--- config.mk ---
export PLATFORM = sky130hd
export DESIGN_NAME = bwmem_access_unit
export DESIGN_NICKNAME = d
export VERILOG_FILES = /design/src/rtl/bwmem_pkg.sv /design/src/rtl/bwmem_bank.sv /design/src/rtl/bwmem_steer.sv /design/src/rtl/bwmem_fault.sv /design/src/rtl/bwmem_extend.sv /design/src/rtl/bwmem_access_unit.sv
export SDC_FILE = /design/constraint.sdc
export NUM_CORES = 1
export LEC_CHECK = 0
export BUFFER_PORTS_ARGS = -buffer_cell sky130_fd_sc_hd__buf_2
export CAP_MARGIN = 30
export CORE_UTILIZATION = 44
export DETAILED_ROUTE_END_ITERATION = 8
export HOLD_SLACK_MARGIN = 0.15
export PLACE_DENSITY = 0.7
export RECOVER_POWER = 50
export SLEW_MARGIN = 20
export SYNTH_ARGS = -nofsm -noshare
export SYNTH_HDL_FRONTEND = slang
export SYNTH_SLANG_ARGS = --single-unit
--- constraint.sdc ---
create_clock -name clk -period 2.6 [get_ports clk]
set_clock_uncertainty 0.2 [all_clocks]
set_input_delay 0 -clock clk [delete_from_list [all_inputs] [get_ports clk]]
set_output_delay 0 -clock clk [all_outputs]
set_load 0.005 [all_outputs]
--- src/rtl/bwmem_pkg.sv ---
// Package: shared widths and the access request record for the
// byte/word memory access unit. Assumes a 16-bit datapath of two bytes.
package bwmem_pkg;
    localparam int ADDR_W = 16;
    localparam int DATA_W = 16;
    localparam int BYTE_W = 8;
    localparam int LANES  = DATA_W / BYTE_W;

    typedef enum logic {
        SZ_WORD = 1'b0,
        SZ_BYTE = 1'b1
    } acc_size_e;

    typedef struct packed {
        logic              valid;
        logic              write;
        acc_size_e         size;
        logic [ADDR_W-1:0] addr;
    } acc_req_t;
endpackage

--- src/rtl/bwmem_bank.sv ---
// Module: one byte-wide storage bank. Write is synchronous on the rising
// edge when we is high; read is asynchronous by row index. Contents are
// not reset; the caller guarantees the row indices are within ROWS.
module bwmem_bank #(
    parameter int ROWS  = 64,
    parameter int IDX_W = (ROWS > 1) ? $clog2(ROWS) : 1
) (
    input  logic             clk,
    input  logic             we,
    input  logic [IDX_W-1:0] widx,
    input  logic [7:0]       wbyte,
    input  logic [IDX_W-1:0] ridx,
    output logic [7:0]       rbyte
);
    logic [7:0] cells [ROWS];

    // Store the byte into the addressed row on a write enable.
    always_ff @(posedge clk) begin
        if (we) begin
            cells[widx] <= wbyte;
        end
    end

    // Present the addressed row combinationally.
    always_comb begin
        rbyte = cells[ridx];
    end
endmodule

--- src/rtl/bwmem_steer.sv ---
// Module: read steering, load merge and pointer step. Picks the addressed
// byte onto bits 7:0, merges byte loads into the destination, and scales
// the post-increment by access size. Assumes lo/hi come from the same row.
module bwmem_steer
    import bwmem_pkg::*;
(
    input  acc_size_e         size,
    input  logic              addr_lsb,
    input  logic              in_range,
    input  logic [7:0]        lo_byte,
    input  logic [7:0]        hi_byte,
    input  logic [DATA_W-1:0] dst_in,
    input  logic [DATA_W-1:0] ptr_in,
    output logic [DATA_W-1:0] rd_data,
    output logic [DATA_W-1:0] ld_result,
    output logic [DATA_W-1:0] ptr_next
);
    localparam logic [DATA_W-1:0] STEP_BYTE = DATA_W'(1);
    localparam logic [DATA_W-1:0] STEP_WORD = DATA_W'(LANES);

    logic [7:0]        sel_byte;
    logic [DATA_W-1:0] row_word;

    // Form the row word and the addressed byte, zero when out of range.
    always_comb begin
        row_word = in_range ? {hi_byte, lo_byte} : '0;
        sel_byte = addr_lsb ? row_word[15:8] : row_word[7:0];
    end

    // Drive the read path and the merged destination value.
    always_comb begin
        if (size == SZ_BYTE) begin
            rd_data   = {8'h00, sel_byte};
            ld_result = {dst_in[DATA_W-1:BYTE_W], sel_byte};
        end else begin
            rd_data   = row_word;
            ld_result = row_word;
        end
    end

    // Step the pointer by the access size.
    always_comb begin
        ptr_next = ptr_in + ((size == SZ_BYTE) ? STEP_BYTE : STEP_WORD);
    end
endmodule

--- src/rtl/bwmem_fault.sv ---
// Module: alignment checker and trap generator. Flags a word access at an
// odd address in the same cycle, then latches the address and direction
// and pulses the trap for one cycle on the following clock.
module bwmem_fault
    import bwmem_pkg::*;
(
    input  logic              clk,
    input  logic              rst_n,
    input  acc_req_t          req,
    output logic              addr_err,
    output logic              trap_pulse,
    output logic [ADDR_W-1:0] fault_addr,
    output logic              fault_write
);
    // Detect a misaligned word access.
    always_comb begin
        addr_err = req.valid && (req.size == SZ_WORD) && req.addr[0];
    end

    // Register the trap and capture fault details.
    always_ff @(posedge clk) begin
        if (!rst_n) begin
            trap_pulse  <= 1'b0;
            fault_addr  <= '0;
            fault_write <= 1'b0;
        end else begin
            trap_pulse <= addr_err;
            if (addr_err) begin
                fault_addr  <= req.addr;
                fault_write <= req.write;
            end
        end
    end
endmodule

--- src/rtl/bwmem_extend.sv ---
// Module: widens the low byte of a register to the full datapath, filling
// the upper bits with bit 7 (signed) or zero (unsigned). Purely combinational.
module bwmem_extend
    import bwmem_pkg::*;
(
    input  logic [DATA_W-1:0] src,
    input  logic              sign_mode,
    output logic [DATA_W-1:0] dst
);
    logic fill;

    // Choose the fill bit for the upper byte.
    always_comb begin
        fill = sign_mode & src[BYTE_W-1];
    end

    genvar b;
    generate
        for (b = 0; b < DATA_W; b++) begin : g_bit
            if (b < BYTE_W) begin : g_keep
                assign dst[b] = src[b];
            end else begin : g_fill
                assign dst[b] = fill;
            end
        end
    endgenerate
endmodule

--- src/rtl/bwmem_access_unit.sv ---
// Module: top of the byte/word data memory access unit. Decodes the
// address into a shared row index and per-bank write enables, suppresses
// misaligned word writes, and wires steering, fault and extension logic.
// Assumes MEM_BYTES is even and at least 2; addresses >= MEM_BYTES are empty.
module bwmem_access_unit
    import bwmem_pkg::*;
#(
    parameter int MEM_BYTES = 128
) (
    input  logic        clk,
    input  logic        rst_n,
    input  logic        req_valid,
    input  logic        req_write,
    input  logic        req_byte,
    input  logic [15:0] req_addr,
    input  logic [15:0] req_wdata,
    input  logic [15:0] dst_in,
    input  logic [15:0] ptr_in,
    input  logic [15:0] ext_src,
    input  logic        ext_sign,
    output logic [15:0] rd_data,
    output logic [15:0] ld_result,
    output logic [15:0] ptr_next,
    output logic [15:0] ext_out,
    output logic        addr_err,
    output logic        trap_pulse,
    output logic [15:0] fault_addr,
    output logic        fault_write
);
    localparam int ROWS  = MEM_BYTES / LANES;
    localparam int IDX_W = (ROWS > 1) ? $clog2(ROWS) : 1;

    acc_req_t         req;
    logic             in_range;
    logic [IDX_W-1:0] row_idx;
    logic [LANES-1:0] lane_we;
    logic [7:0]       lane_wbyte [LANES];
    logic [7:0]       lane_rbyte [LANES];

    // Pack the request into the shared record.
    always_comb begin
        req.valid = req_valid;
        req.write = req_write;
        req.size  = req_byte ? SZ_BYTE : SZ_WORD;
        req.addr  = req_addr;
    end

    // Decode range and shared row index.
    always_comb begin
        in_range = (32'(req_addr) < MEM_BYTES);
        row_idx  = in_range ? req_addr[IDX_W:1] : '0;
    end

    genvar l;
    generate
        for (l = 0; l < LANES; l++) begin : g_lane
            // Enable this bank for matching byte stores or aligned word stores.
            always_comb begin
                if (!(req_valid && req_write && in_range)) begin
                    lane_we[l] = 1'b0;
                end else if (req_byte) begin
                    lane_we[l] = (req_addr[0] == l[0]);
                end else begin
                    lane_we[l] = !req_addr[0];
                end
            end

            // Byte stores take the low datapath byte in every bank.
            always_comb begin
                lane_wbyte[l] = req_byte ? req_wdata[7:0] : req_wdata[l*8 +: 8];
            end

            bwmem_bank #(
                .ROWS  (ROWS),
                .IDX_W (IDX_W)
            ) u_bank (
                .clk   (clk),
                .we    (lane_we[l]),
                .widx  (row_idx),
                .wbyte (lane_wbyte[l]),
                .ridx  (row_idx),
                .rbyte (lane_rbyte[l])
            );
        end
    endgenerate

    bwmem_steer u_steer (
        .size      (req.size),
        .addr_lsb  (req_addr[0]),
        .in_range  (in_range),
        .lo_byte   (lane_rbyte[0]),
        .hi_byte   (lane_rbyte[1]),
        .dst_in    (dst_in),
        .ptr_in    (ptr_in),
        .rd_data   (rd_data),
        .ld_result (ld_result),
        .ptr_next  (ptr_next)
    );

    bwmem_fault u_fault (
        .clk         (clk),
        .rst_n       (rst_n),
        .req         (req),
        .addr_err    (addr_err),
        .trap_pulse  (trap_pulse),
        .fault_addr  (fault_addr),
        .fault_write (fault_write)
    );

    bwmem_extend u_ext (
        .src       (ext_src),
        .sign_mode (ext_sign),
        .dst       (ext_out)
    );
endmodule

==> metrics.md <==
| Metric | Value |
|---|---|
| H-tree Lvls | 3 |
| Die height | 307 um |
| GRT Overall Usage | 0.334 |
| Setup violations, final | 33 |
| Failing checks | max-capacitance violations, max-slew violations, negative setup slack |
| Pwr dens | 628 nW/um^2 |
| Register area share after synthesis | 0.760 |
| Ys flop type | edfxtp_1 |
| Max Fclk | 0.314 GHz |
| RSZ-0062 raised after global routing | true |
| Buffer and inverter count on the worst path | 7 |
| Share of cells above drive strength 1 | 0.376 |
| Vias after detailed routing | 30900 |
| Syn_nets | 2676 |
| Largest net degree at the start of global routing | 65 |
| Clock buffer count from CTS | 102 |
| Worst Hold Class | primary input to output port |
| Final std cells w/o fill | 4843 |
| Setup_tns | -14590 ps |
| Number of nets in the layout | 3609 |
| Period Utilization, post-route | 1.22 |
| Required time worst endpoint | 2400 ps |
| Period minus WS final | 3180 ps |
| Worst path arrival time | 2980 ps |
| DP HPWL | 106000 um |
| Grt ovf | 0 |
| Clk_lat worst skew | 670 ps |
| Mapped cell area | 40900 sq um |
| Core box area | 91900 sq um |
| Initial antenna violation count | 10 |
| Slew Viols, Final | 711 |
| Vias per std cell | 6.37 |
| CTS max path bufs | 3 |
| Placed insts | 4508 |
| Final WL | 160000 um |
| Post-detailed-route DRC marker count | 0 |
| VDD IR max | 0.614 mV |
| DR iter-0 viols | 5082 |
| Slew @ Worst Pin | 1670 ps |
| TritonCTS Sinks | 1042 |
| Post-route setup slack | -583 ps |
| CTS tree | built |
| ANT nets after route | 0 |
| Status | finished with violations |
| Ys async rst share | 0 |
| CP Cell Sequence | buf_6 -> buf_6 -> nor4_4 -> buf_12 -> and4_4 -> buf_12 -> buf_12 -> o22a_1 -> o221ai_2 -> or3_4 -> a2111o_1 -> o32ai_4 -> buf_4 -> buf_2 |
| Mapped Cells | 2585 |
| Area Overhead vs Synth | 35.2% |
| Critical-path top delay cell | a2111o_1 |
| Starting density of the core | 0.445 |
| Cell mode on critical path | buf_12 |
| Crit path largest cell delay | 490 ps |
| Site Rows | 111 |
| Max cap viols | 12 |
| Fill count | 6760 |
| Number of I/O pins | 169 |
| Global-route wire length before repair | 221000 um |
| Top Family by Delay on Critical Path | compound AO/OA/AOI/OAI gates |
| Worst Path Max Fanout | 6 |
| Leak Pwr | 0.0191 uW |
| Area of the die | 94200 sq um |
| Pre-CTS setup slack | -1200 ps |
| Routability cong. | 1.03 |
| Seq cells post-synth | 1042 |
| Max_slew headroom | -0.116 |
| CP Class | primary input to output port |
| Drt first pass iters | 6 |
| CTS root buffer | clkbuf_16 |
| # port buffers | 138 |
| Die Wd | 307 um |
| Vias in the first global route | 29800 |
| Worst Setup Start Kind | primary input |
| Power Total | 34800 uW |
| Final hold violations | 0 |
| Unique masters post-synth | 86 |
| Avg Inst Size Synth | 15.8 sq um |
| Wire per inst | 33.1 um |
| Hold WS | 168 ps |
| EDFF count, synth | 1024 |
| Crit. End Element | output port |
| Yosys warns | 0 |
power breakdown:
group | switching, uW | internal (uW)
registers | 6.43 | 18500
logic | 1010 | 498
clock network | 6400 | 8300
total | 7420 | 27300
final cells by class:
class | instances | area [sq um] | area share
antenna | 2 | 5.00 | 0.0000904
clock buffer | 120 | 2690 | 0.0487
clock inverter | 64 | 587 | 0.0106
inverter | 10 | 41.3 | 0.000746
multi-input combinational | 1349 | 10600 | 0.191
sequential | 1042 | 31100 | 0.562
tap | 1243 | 1560 | 0.0281
timing repair buffer | 1012 | 8790 | 0.159
timing repair inverter | 1 | 5.00 | 0.0000904
synth_stat cells (all sizes together) (4+ instances only):
cell,count,area share
o21a,4,0.00073
nor3,66,0.0086
a21boi,16,0.0029
nor2b,11,0.0017
inv,9,0.00083
o22a,26,0.0056
nand2b,10,0.0015
edfxtp,1024,0.75
nand4,39,0.0061
mux2,78,0.021
o31ai,28,0.0051
or4b,4,0.00098
o31a,6,0.0013
a31oi,8,0.0012
o211ai,6,0.0011
a2bb2oi,7,0.0015
mux2i,75,0.018
a21o,5,0.00092
a211o,5,0.0011
o22ai,225,0.034
o32ai,10,0.0021
dfxtp,18,0.0088
o2111ai,8,0.0017
nand2,109,0.010
clkbuf,84,0.0077
and2,4,0.00061
or4,32,0.0060
or3,18,0.0028
xnor2,11,0.0024
o221ai,73,0.016
a41o,5,0.0012
ha,4,0.0012
nor2,224,0.021
a211oi,18,0.0033
nand3,35,0.0044
buf,100,0.013
nor4,39,0.0066
o21ai,52,0.0064
a21oi,25,0.0031
metal layers:
metal	track usage	vias to the layer above	part of all wire
met5	0.00724	-	0.0010
met4	0.161	14	0.059
met2	0.496	2646	0.43
met3	0.0930	558	0.14
met1	0.454	15300	0.36
li1	-	12300	-
registers in the layout (all words and copies together), names as in the netlist:
name,cells
u_fault.fault_write,1
g_lane.u_bank.cells,1024
u_fault.fault_addr,16
u_fault.trap_pulse,1
worst register-to-register path: cells and delay by family (launching register included):
family                 cells  cell delay (ps)
buffers and inverters      1              610
flip-flops                 1              340
AO/OA/AOI/OAI              1              320
AND/OR/NAND/NOR            1               70
through the flow:
step	instance area, sq um	utilization
finish	55300	0.602
global route	55300	0.602
detailed placement	48700	0.530
floorplan	40900	-
CTS	54700	0.595
global placement	48700	0.530
logic make-up after synthesis:
family          share of synthesized area
xor+xnor                          0.00300
compound gates                     0.0967
simple gates                       0.0748
flops                               0.760
fa+ha+maj                         0.00171
mux                                0.0415
buf+inv                            0.0221
cell usage in the layout (no fill, tap or decap), types with 13 or more instances in the layout:
cell	count
a211oi_1	15
a21boi_0	16
a21oi_1	19
buf_12	79
buf_2	90
buf_4	624
buf_6	59
clkbuf_1	49
clkbuf_16	106
clkbuf_2	18
clkinv_1	18
clkinv_2	21
dfxtp_1	18
dlygate4sd3_1	88
edfxtp_1	1024
mux2_2	71
mux2i_1	68
nand2_1	104
nand3_1	30
nand4_1	38
nor2_1	207
nor3_1	41
nor3_2	17
nor4_2	14
nor4_4	13
o21ai_0	29
o221ai_1	55
o221ai_2	14
o22a_1	26
o22ai_1	194
o22ai_2	20
or3_1	13
or4_1	18
or4_4	14
what timing repair did:
action                     in CTS  in global routing
hold endpoints to repair      718                  7
pin swaps                      82                 40
cloned                          3                  2
setup buffers                  40                 32
resized for setup             298                 98
setup endpoints to repair      32                 55
hold buffers                   88                  1
path summary, 6_finish.rpt:
kind / from / end / slack, ps / depth (start not counted)
hold / removal: ptr_in[6] / ptr_next[6] / 170 / 4
setup / recovery: req_addr[12] / ld_result[5] / -580 / 14
setup reg to reg: u_fault.fault_addr[8] / u_fault.fault_addr[8] / 1000 / 3
hold reg to reg: u_fault.fault_addr[12] / u_fault.fault_addr[12] / 300 / 2
No activity file was read; power rests on OpenSTA's default activity.
